**src/rtl/tbl_branch_pkg.sv**
```systemverilog
package tbl_branch_pkg;

    typedef enum logic [1:0] {
        OP_CALL   = 2'b00,
        OP_SWITCH = 2'b01,
        OP_RETURN = 2'b10,
        OP_NONE   = 2'b11
    } br_op_e;

    typedef enum logic [1:0] {
        ST_IDLE = 2'b00,
        ST_MEM  = 2'b01,
        ST_FIN  = 2'b10
    } br_state_e;

endpackage

```
**src/rtl/tbl_entry_addr.sv**
```systemverilog
module tbl_entry_addr
    import tbl_branch_pkg::*;
#(
    parameter int XLEN  = 32,
    parameter int IDX_W = 6
) (
    input  br_op_e            op,
    input  logic [XLEN-1:0]   pc,
    input  logic [XLEN-1:0]   base,
    input  logic [XLEN-1:0]   index_val,
    input  logic [IDX_W-1:0]  idx,
    output logic [XLEN-1:0]   anchor,
    output logic [XLEN-1:0]   entry
);
    localparam logic [XLEN-1:0] EVEN_MASK = {{(XLEN-1){1'b1}}, 1'b0};
    localparam logic [XLEN-1:0] INSN_LEN  = XLEN'(2);

    logic [XLEN-1:0] pc_after;
    logic [XLEN-1:0] base_even;

    assign pc_after  = pc + INSN_LEN;
    assign base_even = base & EVEN_MASK;

    always_comb begin
        if (op == OP_CALL) begin
            anchor = base_even;
            entry  = base_even + (XLEN'(idx) << 1);
        end else begin
            anchor = pc_after;
            entry  = pc_after + (index_val << 1);
        end
    end

endmodule

```
**src/rtl/tbl_target_calc.sv**
```systemverilog
module tbl_target_calc #(
    parameter int XLEN = 32,
    parameter int HW   = 16
) (
    input  logic            is_call,
    input  logic [XLEN-1:0] anchor,
    input  logic [HW-1:0]   half,
    output logic [XLEN-1:0] target
);
    logic [XLEN-1:0] call_off;
    logic [XLEN-1:0] sw_off;

    assign call_off = {{(XLEN-HW){1'b0}}, half[HW-1:1], 1'b0};
    assign sw_off   = {{(XLEN-HW){half[HW-1]}}, half} << 1;

    always_comb begin
        if (is_call) target = anchor + call_off;
        else         target = anchor + sw_off;
    end

endmodule

```
**src/rtl/tbl_branch_unit.sv**
```systemverilog
module tbl_branch_unit
    import tbl_branch_pkg::*;
#(
    parameter int XLEN  = 32,
    parameter int IDX_W = 6,
    parameter int HW    = 16
) (
    input  logic              clk,
    input  logic              rst_n,
    input  logic              cmd_valid,
    input  logic [1:0]        cmd_op,
    input  logic [XLEN-1:0]   cur_pc,
    input  logic [XLEN-1:0]   base_addr,
    input  logic [IDX_W-1:0]  cmd_index,
    input  logic [XLEN-1:0]   index_val,
    input  logic [XLEN-1:0]   cur_status,
    input  logic [XLEN-1:0]   status_mask,
    output logic              busy,
    output logic              mem_req,
    output logic [XLEN-1:0]   mem_addr,
    input  logic              mem_valid,
    input  logic [HW-1:0]     mem_rdata,
    output logic              tgt_valid,
    output logic [XLEN-1:0]   tgt_pc,
    output logic              status_wr,
    output logic [XLEN-1:0]   status_out,
    output logic [XLEN-1:0]   saved_pc,
    output logic [XLEN-1:0]   saved_status
);
    localparam logic [XLEN-1:0] EVEN_MASK = {{(XLEN-1){1'b1}}, 1'b0};
    localparam logic [XLEN-1:0] INSN_LEN  = XLEN'(2);

    typedef struct packed {
        br_state_e       st;
        br_op_e          op;
        logic [XLEN-1:0] anchor;
        logic [XLEN-1:0] addr;
        logic [XLEN-1:0] tgt;
        logic [XLEN-1:0] spc;
        logic [XLEN-1:0] sst;
        logic [XLEN-1:0] stat;
        logic            tv;
        logic            sw;
    } regs_t;

    regs_t r_d, r_q;

    br_op_e          op_in;
    logic [XLEN-1:0] anchor_c;
    logic [XLEN-1:0] entry_c;
    logic [XLEN-1:0] target_c;
    logic            accept;

    assign op_in  = br_op_e'(cmd_op);
    assign accept = cmd_valid && (op_in != OP_NONE) && (r_q.st == ST_IDLE);

    tbl_entry_addr #(.XLEN(XLEN), .IDX_W(IDX_W)) u_entry (
        .op        (op_in),
        .pc        (cur_pc),
        .base      (base_addr),
        .index_val (index_val),
        .idx       (cmd_index),
        .anchor    (anchor_c),
        .entry     (entry_c)
    );

    tbl_target_calc #(.XLEN(XLEN), .HW(HW)) u_target (
        .is_call (r_q.op == OP_CALL),
        .anchor  (r_q.anchor),
        .half    (mem_rdata),
        .target  (target_c)
    );

    always_comb begin
        r_d = r_q;
        unique case (r_q.st)
            ST_IDLE: begin
                if (accept) begin
                    r_d.op = op_in;
                    if (op_in == OP_RETURN) begin
                        r_d.tgt  = r_q.spc & EVEN_MASK;
                        r_d.stat = r_q.sst & status_mask;
                        r_d.sw   = 1'b1;
                        r_d.tv   = 1'b1;
                        r_d.st   = ST_FIN;
                    end else begin
                        r_d.anchor = anchor_c;
                        r_d.addr   = entry_c;
                        r_d.st     = ST_MEM;
                        if (op_in == OP_CALL) begin
                            r_d.spc = cur_pc + INSN_LEN;
                            r_d.sst = cur_status;
                        end
                    end
                end
            end
            ST_MEM: begin
                if (mem_valid) begin
                    r_d.tgt = target_c;
                    r_d.tv  = 1'b1;
                    r_d.st  = ST_FIN;
                end
            end
            ST_FIN: begin
                r_d.tv = 1'b0;
                r_d.sw = 1'b0;
                r_d.st = ST_IDLE;
            end
            default: r_d.st = ST_IDLE;
        endcase
    end

    always_ff @(posedge clk) begin
        if (!rst_n) begin
            r_q.st     <= ST_IDLE;
            r_q.op     <= OP_NONE;
            r_q.anchor <= '0;
            r_q.addr   <= '0;
            r_q.tgt    <= '0;
            r_q.spc    <= '0;
            r_q.sst    <= '0;
            r_q.stat   <= '0;
            r_q.tv     <= 1'b0;
            r_q.sw     <= 1'b0;
        end else begin
            r_q <= r_d;
        end
    end

    assign busy         = (r_q.st != ST_IDLE);
    assign mem_req      = (r_q.st == ST_MEM);
    assign mem_addr     = r_q.addr;
    assign tgt_valid    = r_q.tv;
    assign tgt_pc       = r_q.tgt;
    assign status_wr    = r_q.sw;
    assign status_out   = r_q.stat;
    assign saved_pc     = r_q.spc;
    assign saved_status = r_q.sst;

    assert_req_hold_R3: assert property (@(posedge clk) disable iff (!rst_n)
        (mem_req && !mem_valid) |=> (mem_req && $stable(mem_addr)));

    assert_pulse_once_R4: assert property (@(posedge clk) disable iff (!rst_n)
        tgt_valid |=> !tgt_valid);

    assert_busy_cover_R9: assert property (@(posedge clk) disable iff (!rst_n)
        (mem_req || tgt_valid) |-> busy);

    assert_idle_holds_R9: assert property (@(posedge clk) disable iff (!rst_n)
        (!busy && !(cmd_valid && cmd_op != 2'b11)) |=> !busy);

    assert_ret_shape_R8: assert property (@(posedge clk) disable iff (!rst_n)
        status_wr |-> (tgt_valid && !mem_req && !tgt_pc[0]
                       && ((status_out & ~status_mask) == '0)));

    assert_saved_stable_R10: assert property (@(posedge clk) disable iff (!rst_n)
        (busy && $past(busy)) |-> ($stable(saved_pc) && $stable(saved_status)));

endmodule

```
**config.mk**
```make
export PLATFORM = sky130hd
export DESIGN_NAME = tbl_branch_unit
export DESIGN_NICKNAME = d
export VERILOG_FILES = /design/src/rtl/tbl_branch_pkg.sv /design/src/rtl/tbl_entry_addr.sv /design/src/rtl/tbl_target_calc.sv /design/src/rtl/tbl_branch_unit.sv
export SDC_FILE = /design/constraint.sdc
export NUM_CORES = 1
export LEC_CHECK = 0
export CORE_MARGIN = 2
export CORE_UTILIZATION = 45
export CTS_BUF_LIST = sky130_fd_sc_hd__clkbuf_4 sky130_fd_sc_hd__clkbuf_8
export CTS_CLUSTER_DIAMETER = 50
export DETAILED_ROUTE_END_ITERATION = 8
export PLACE_DENSITY = 0.75
export SLEW_MARGIN = 20
export SYNTH_ARGS = -nofsm -noshare
export SYNTH_HDL_FRONTEND = slang
export SYNTH_SLANG_ARGS = --single-unit
```
**constraint.sdc**
```tcl
create_clock -name clk -period 4.45 [get_ports clk]
set_input_delay 0.89 -clock clk [delete_from_list [all_inputs] [get_ports clk]]
set_output_delay 0.89 -clock clk [all_outputs]
set_load 0.05 [all_outputs]
```
==> results of run 1 <==
-- area by class of cell --
class	instances	share of cell area (%)
Antenna cell	3	0.04272
Clock buffer	17	1.331
Clock inverter	14	1.089
Inverter	56	1.210
Multi-Input combinational cell	1272	45.48
Sequential cell	197	22.44
Tap cell	390	2.777
Timing Repair Buffer	481	25.63
-- cells in the mapped netlist (all sizes together) (52+ instances only) --
cell type	n	share of area, %
nand3	84	3.1
inv	56	1.5
a21oi	185	6.8
nand2	203	5.6
o21ai	85	3.1
clkbuf	94	2.6
buf	167	9.0
dfxtp	197	29
ha	79	7.2
nor2	158	4.4
xor2	52	3.3
-- through the flow --
step | total power [mW] | util (%)
after global placement | 5.332 | 57.48
after floorplan | 4.458 | -
after detailed placement | 5.381 | 57.50
final | 6.681 | 58.98
after CTS | 6.675 | 58.93
after global routing | 7.026 | 58.97
-- cells in the final DEF (no fill, tap or decap), types with 13 or more instances in the layout --
cell / instances
a211oi_1: 48
a21o_1: 35
a21oi_1: 184
a221oi_1: 16
and3_1: 16
buf_4: 130
clkbuf_8: 17
clkdlybuf4s50_1: 348
dfxtp_1: 197
ha_1: 79
inv_1: 55
mux2_2: 15
nand2_1: 202
nand3_1: 83
nand4_1: 20
nor2_1: 152
nor3_1: 33
o211ai_1: 29
o21a_1: 13
o21ai_0: 79
xnor2_1: 48
xor2_1: 52
-- how the worst max path moves through the flow --
stage	startpoint	to	slack, ns	depth (start not counted)
6_report	cur_pc[7]	mem_addr[31]	0.22	19
5_1_grt	cur_pc[5]	mem_addr[28]	-0.01	18
4_1_cts	cur_pc[7]	mem_addr[28]	0.24	18
3_5_place_dp	cur_pc[7]	mem_addr[28]	-0.30	18
3_3_place_gp	cur_pc[5]	mem_addr[28]	-0.22	18
2_1_floorplan	cur_pc[5]	mem_addr[31]	0.38	18
-- metal layers --
layer | track usage [%] | part of all wire, % | routed length [µm]
met4 | 8.266 | 2.2 | 1056
met5 | 0 | 0 | 0
met3 | 3.815 | 6.2 | 2924
met1 | 42.15 | 46 | 21880
met2 | 45.37 | 46 | 21590
-- cells by family (layout without fill, tap and decap cells) --
kind of cell | Yosys count | after routing | share of synthesized area (%)
adder cells (fa/ha/maj) | 82 | 82 | 7.660
AND/OR/NAND/NOR | 577 | 577 | 19.52
XOR/XNOR | 100 | 100 | 6.399
flip-flops | 197 | 197 | 28.81
multiplexers | 19 | 19 | 1.527
buffers and inverters | 317 | 568 | 13.10
AO/OA/AOI/OAI | 494 | 494 | 22.98
other | 0 | 3 | 0
-- critical path: stages --
cell and delay [ns]:
clkdlybuf4s50_1 0.49, and4_1 0.25, nand4_2 0.16, nor2_4 0.12
nand3_2 0.13, nor2_1 0.20, and3_1 0.20, xnor2_1 0.15
inv_1 0.09, ha_1 0.30, a21o_1 0.17, a21o_1 0.18
a21o_1 0.18, a21o_1 0.17, a211o_1 0.28, o211ai_1 0.09
o31ai_1 0.12, nor4b_1 0.24, and4b_1 0.22
-- power by group --
| part | switching, mW | internal, mW | total [mW] |
|---|---|---|---|
| registers | 0.160 | 2.00 | 2.16 |
| clock network | 0.726 | 0.572 | 1.30 |
| logic | 2.04 | 1.18 | 3.22 |
| total | 2.93 | 3.75 | 6.68 |
-- sequential cells by signal, summed over array words and instances, names as in the netlist --
register / cells
mem_addr: 31
r_q: 36
saved_pc: 32
saved_status: 32
status_out: 32
status_wr: 1
tgt_pc: 32
tgt_valid: 1
-- what timing repair did --
| action | CTS | global route |
|---|---|---|
| setup endpoints to repair | 0 | 2 |
| hold buffers | 0 | 0 |
| gates resized for setup | 0 | 1 |
==> flow_summary.yaml, run 1 <==
status:
  outcome: "complete, no violations"
final_layout:
  finalInstanceArea_um2: 17570
  nNetsFinal: 2295
  final-instance-count-excl-fill: 2430
  drive_gt1_share_pct: 10.51
  multi_input_area_um2: 7991
  fillers: 2785
  seq_area_um2: 3944
  area_delta_synth_final_pct: 28.38
floorplanning:
  io-pin-count: 352
  core_area_um2: 29800
  die_h_um: 178.4
  start_util_pct: 45.94
  die_x_um: 178.4
  dieArea_um2: 31830
  num_rows: 63
placement:
  dpl_cell_area_um2: 17130
  portBuffers: 349
  placedCellCount: 2396
  dp_hpwl_um: 36610
  dpl_worst_slack_ns: -0.2958
  gp_congestion: 0.9261
timing:
  fin_skew_ns: 0.01577
  setup_tns_ns: 0
  finalCritPeriodShare_pct: 95.07
  hold_violations: 0
  worstMarginPinSlew_ns: 1.082
  finalCriticalPeriod_ns: 4.231
  hold_slack_ns: 0.4569
  max_slew_margin_pct: 27.87
  postLayoutSetupSlackWorst_ns: 0.2192
  final-max-slew-violation-count: 0
  max_freq_ghz: 0.2364
  setup_viol: 0
worst_hold_path:
  whs_path_depth: 2
  hp-class: "register to register"
  holdCritStartpoint: "status_out[8]"
  hold_path_end: "status_out[8]"
synthesis:
  synth_ff_type: "dfxtp_1"
  synth_cell_types: 83
  async_flop_share_pct: 0
  ys_ff_latch: 197
  synth_nets: 2056
  ys_warn_count: 0
  synth_edf_count: 0
  syn_area_per_cell_um2: 7.664
  synth_area_um2: 13690
  syn_inst: 1786
  ys_seq_area_share_pct: 28.81
grt:
  grt_pass1_vias: 12716
  grt.total_usage_pct: 29.20
  grt_max_degree: 93
  antenna_found_initial: 2
  grt_pass1_wl_um: 72060
  overflow: 0
detailed_routing:
  ant_nets: 0
  viasPerCell: 5.587
  drc: 0
  finalWirelength_um: 47450
  avgRoutedWirePerCell_um: 19.53
  num_vias: 13576
  drtIter0Drc: 1322
  first_pass_iters: 5
clocking:
  cts_buffers: 17
  clk_pin_slew_worst_paths_ns: 0.12
  cts_tree: "built"
  htree_levels: 4
  clock_sinks: 197
  clockBufferDepth: 2
  clk_latency_ns: 0.50
  root_buffer: "clkbuf_8"
  post_cts_buffers: 0
setup_path:
  path_class: "input pin to register"
  worstPathArrival_ns: 4.64
  worstPathMaxFanout: 4
  cp-end-kind: "register"
  worst_setup_path_start_kind: "input pin"
  r2r.worst_path.cells: 13
  r2r_setup_slack_ns: 0.38
  rr_endpoint: "tgt_pc[17]"
  rr_startpoint: "r_q[194]"
  crit_required_ns: 4.85
pwr:
  power_leakage_nw: 6.884
  power.density_nw_per_um2: 380.2
  ir_drop_v: 0.0002192
flow_run:
  drv_cap: 0
No activity file was read; power rests on OpenSTA's default activity.
==> run 2, diff against run 1 <==
--- a/config.mk
+++ b/config.mk
@@ -5,12 +5,14 @@
 export SDC_FILE = /design/constraint.sdc
 export NUM_CORES = 1
 export LEC_CHECK = 0
+export CELL_PAD_IN_SITES_DETAIL_PLACEMENT = 1
+export CELL_PAD_IN_SITES_GLOBAL_PLACEMENT = 2
 export CORE_MARGIN = 2
-export CORE_UTILIZATION = 45
+export CORE_UTILIZATION = 29
 export CTS_BUF_LIST = sky130_fd_sc_hd__clkbuf_4 sky130_fd_sc_hd__clkbuf_8
 export CTS_CLUSTER_DIAMETER = 50
 export DETAILED_ROUTE_END_ITERATION = 8
-export PLACE_DENSITY = 0.75
+export PLACE_DENSITY_LB_ADDON = 0.1
 export SLEW_MARGIN = 20
 export SYNTH_ARGS = -nofsm -noshare
 export SYNTH_HDL_FRONTEND = slang
==> flow_summary.yaml, run 2 (synthesis gave the netlist of run 1 again) <==
grt:
  grt_pass1_vias: 13718
  overflow: 0
  grt_max_degree: 91
  antenna_found_initial: 5
  grt_pass1_wl_um: 84160
  grt.total_usage_pct: 22.45
timing:
  max_freq_ghz: 0.2319
  hold_slack_ns: 0.4549
  final-max-slew-violation-count: 0
  worstMarginPinSlew_ns: 0.9957
  hold_violations: 0
  setup_tns_ns: 0
  finalCriticalPeriod_ns: 4.311
  max_slew_margin_pct: 33.62
  finalCritPeriodShare_pct: 96.89
  fin_skew_ns: 0.01955
  setup_viol: 0
clocking:
  root_buffer: "clkbuf_8"
  cts_buffers: 17
  cts_tree: "built"
  clk_latency_ns: 0.58
  clockBufferDepth: 2
  clock_sinks: 197
  htree_levels: 4
  clk_pin_slew_worst_paths_ns: 0.11
final_layout:
  largest_reg_flops: 36
  drive_gt1_share_pct: 11.56
  regMostFlops: "r_q"
  nNetsFinal: 2319
  layout_common_cells: "clkdlybuf4s50_1, nand2_1, dfxtp_1"
  area_delta_synth_final_pct: 31.97
  utilization_pct: 38.80
  fillers: 5586
  mostFrequentLayoutCell: "clkdlybuf4s50_1"
detailed_routing:
  first_pass_iters: 4
  drtIter0Drc: 658
  ant_nets: 0
  num_vias: 13333
  drc: 0
  viasPerCell: 4.994
  finalWirelength_um: 55770
  avgRoutedWirePerCell_um: 20.89
worst_hold_path:
  whs_path_depth: 2
  hp-class: "register to register"
  holdCritStartpoint: "status_out[30]"
  hold_path_end: "status_out[30]"
floorplanning:
  num_rows: 79
  core_area_um2: 46560
  io-pin-count: 352
  die_x_um: 221.3
  start_util_pct: 29.40
  die_h_um: 221.3
  dieArea_um2: 48950
setup_path:
  worstPathMaxFanout: 7
  worst_setup_path_start_kind: "input pin"
  cp_cell_sequence: "clkdlybuf4s50_1 > and4_1 > nand4_2 > nor2_4 > buf_4 > nand2_1 > xnor2_1 > inv_1 > ha_1 > a21oi_1 > o21bai_1 > a21oi_1 > o21ai_0 > a221oi_1 > buf_4 > a21oi_1 > o22ai_1 > nor4_1 > or3_1"
  crit_required_ns: 4.92
  critPathMaxStageDelay_ns: 0.49
  rr_startpoint: "r_q[194]"
  cp-end-kind: "register"
  path_common_cell: "a21oi_1"
  cpMaxStageDelayCell: "clkdlybuf4s50_1"
  timing.critical_path.buf_inv: 4
  crit_family: "compound AO/OA/AOI/OAI gates"
  rr_endpoint: "tgt_pc[17]"
  r2r.worst_path.cells: 14
  path_class: "input pin to register"
  r2r_setup_slack_ns: 0.46
  worstPathArrival_ns: 4.78
pwr:
  power.density_nw_per_um2: 381.9
  switching_power_mw: 3.011
  power_leakage_nw: 7.019
  p_comb_share_pct: 47.9
  sequentialPowerShare_pct: 31.5
  fin_total_pwr_mw: 6.899
  clockPowerShare_pct: 20.6
  internal-power_mw: 3.888
  ir_drop_v: 0.0002743
  p_sw_share_pct: 43.64
status:
  outcome: "complete, no violations"
placement:
  portBuffers: 349
  gp_congestion: 0.8762
  dp_hpwl_um: 44120
flow_run:
  drv_cap: 0
## run 2: changes by cell type in the layout (fill, tap and decap cells not counted), moves of 2 or more
cell / before / now
buf_4: 130 / 153
inv_6: 6 / 3
bufinv_16: 3 / 5
clkbuf_4: 0 / 2
## run 2: cell type report
cell class | count | area [µm²] | area share [%]
sequential | 197 | 3944 | 21.83
inverter | 56 | 212.7 | 1.178
antenna | 4 | 10.01 | 0.05541
tap | 607 | 759.5 | 4.204
clock inverter | 10 | 196.4 | 1.087
multi-input combinational | 1272 | 7995 | 44.26
timing repair buffer | 505 | 4697 | 26.00
clock buffer | 19 | 249.0 | 1.378
## run 2: what timing repair did
action / in CTS / in global routing
gates resized for setup: 0 / 1
hold buffers: 0 / 0
setup buffers: 0 / 0
endpoints found under the setup margin: 0 / 1
## run 2: layer usage
metal	vias to the layer above	part of all wire, %	global-route usage (%)
met3	44	3.2	3.691
met4	2	1.7	5.737
met1	6381	50	31.36
li1	6671	-	-
met2	235	45	35.77
met5	-	0.029	0
## run 2: worst max path at each step
stage | from | end | cells after the start
final | cur_pc[5] | mem_addr[28] | 19
after global routing | cur_pc[5] | mem_addr[28] | 19
after CTS | cur_pc[5] | mem_addr[28] | 18
after detailed placement | cur_pc[2] | mem_addr[31] | 16
after global placement | cur_pc[5] | mem_addr[28] | 18
after floorplan | cur_pc[5] | mem_addr[31] | 18
## run 2: metrics by stage
| step | setup slack [ns] | instance area, µm² | cells |
|---|---|---|---|
| 5_1_grt | -0.03929 | 18060 | 2670 |
| 3_5_place_dp | -0.4138 | 17600 | 2637 |
| 6_report | 0.1385 | 18060 | 2670 |
| 3_3_place_gp | -0.3549 | 17600 | 2637 |
| 2_1_floorplan | 0.3804 | 13690 | 1786 |
| 4_1_cts | 0.2407 | 18050 | 2666 |
## run 2: worst min-delay path: stages, from the launching register on
cell and delay, ns:
dfxtp_1 0.32, nand2_1 0.05, a21oi_1 0.05
## run 2: power by group through the flow
stage	combinational, mW	sequential [mW]	clock (mW)
6_report	3.30	2.17	1.42
5_1_grt	3.57	2.21	1.55
4_1_cts	3.33	2.18	1.49
3_5_place_dp	3.31	2.21	0
3_3_place_gp	3.28	2.21	0
2_1_floorplan	2.29	2.16	0
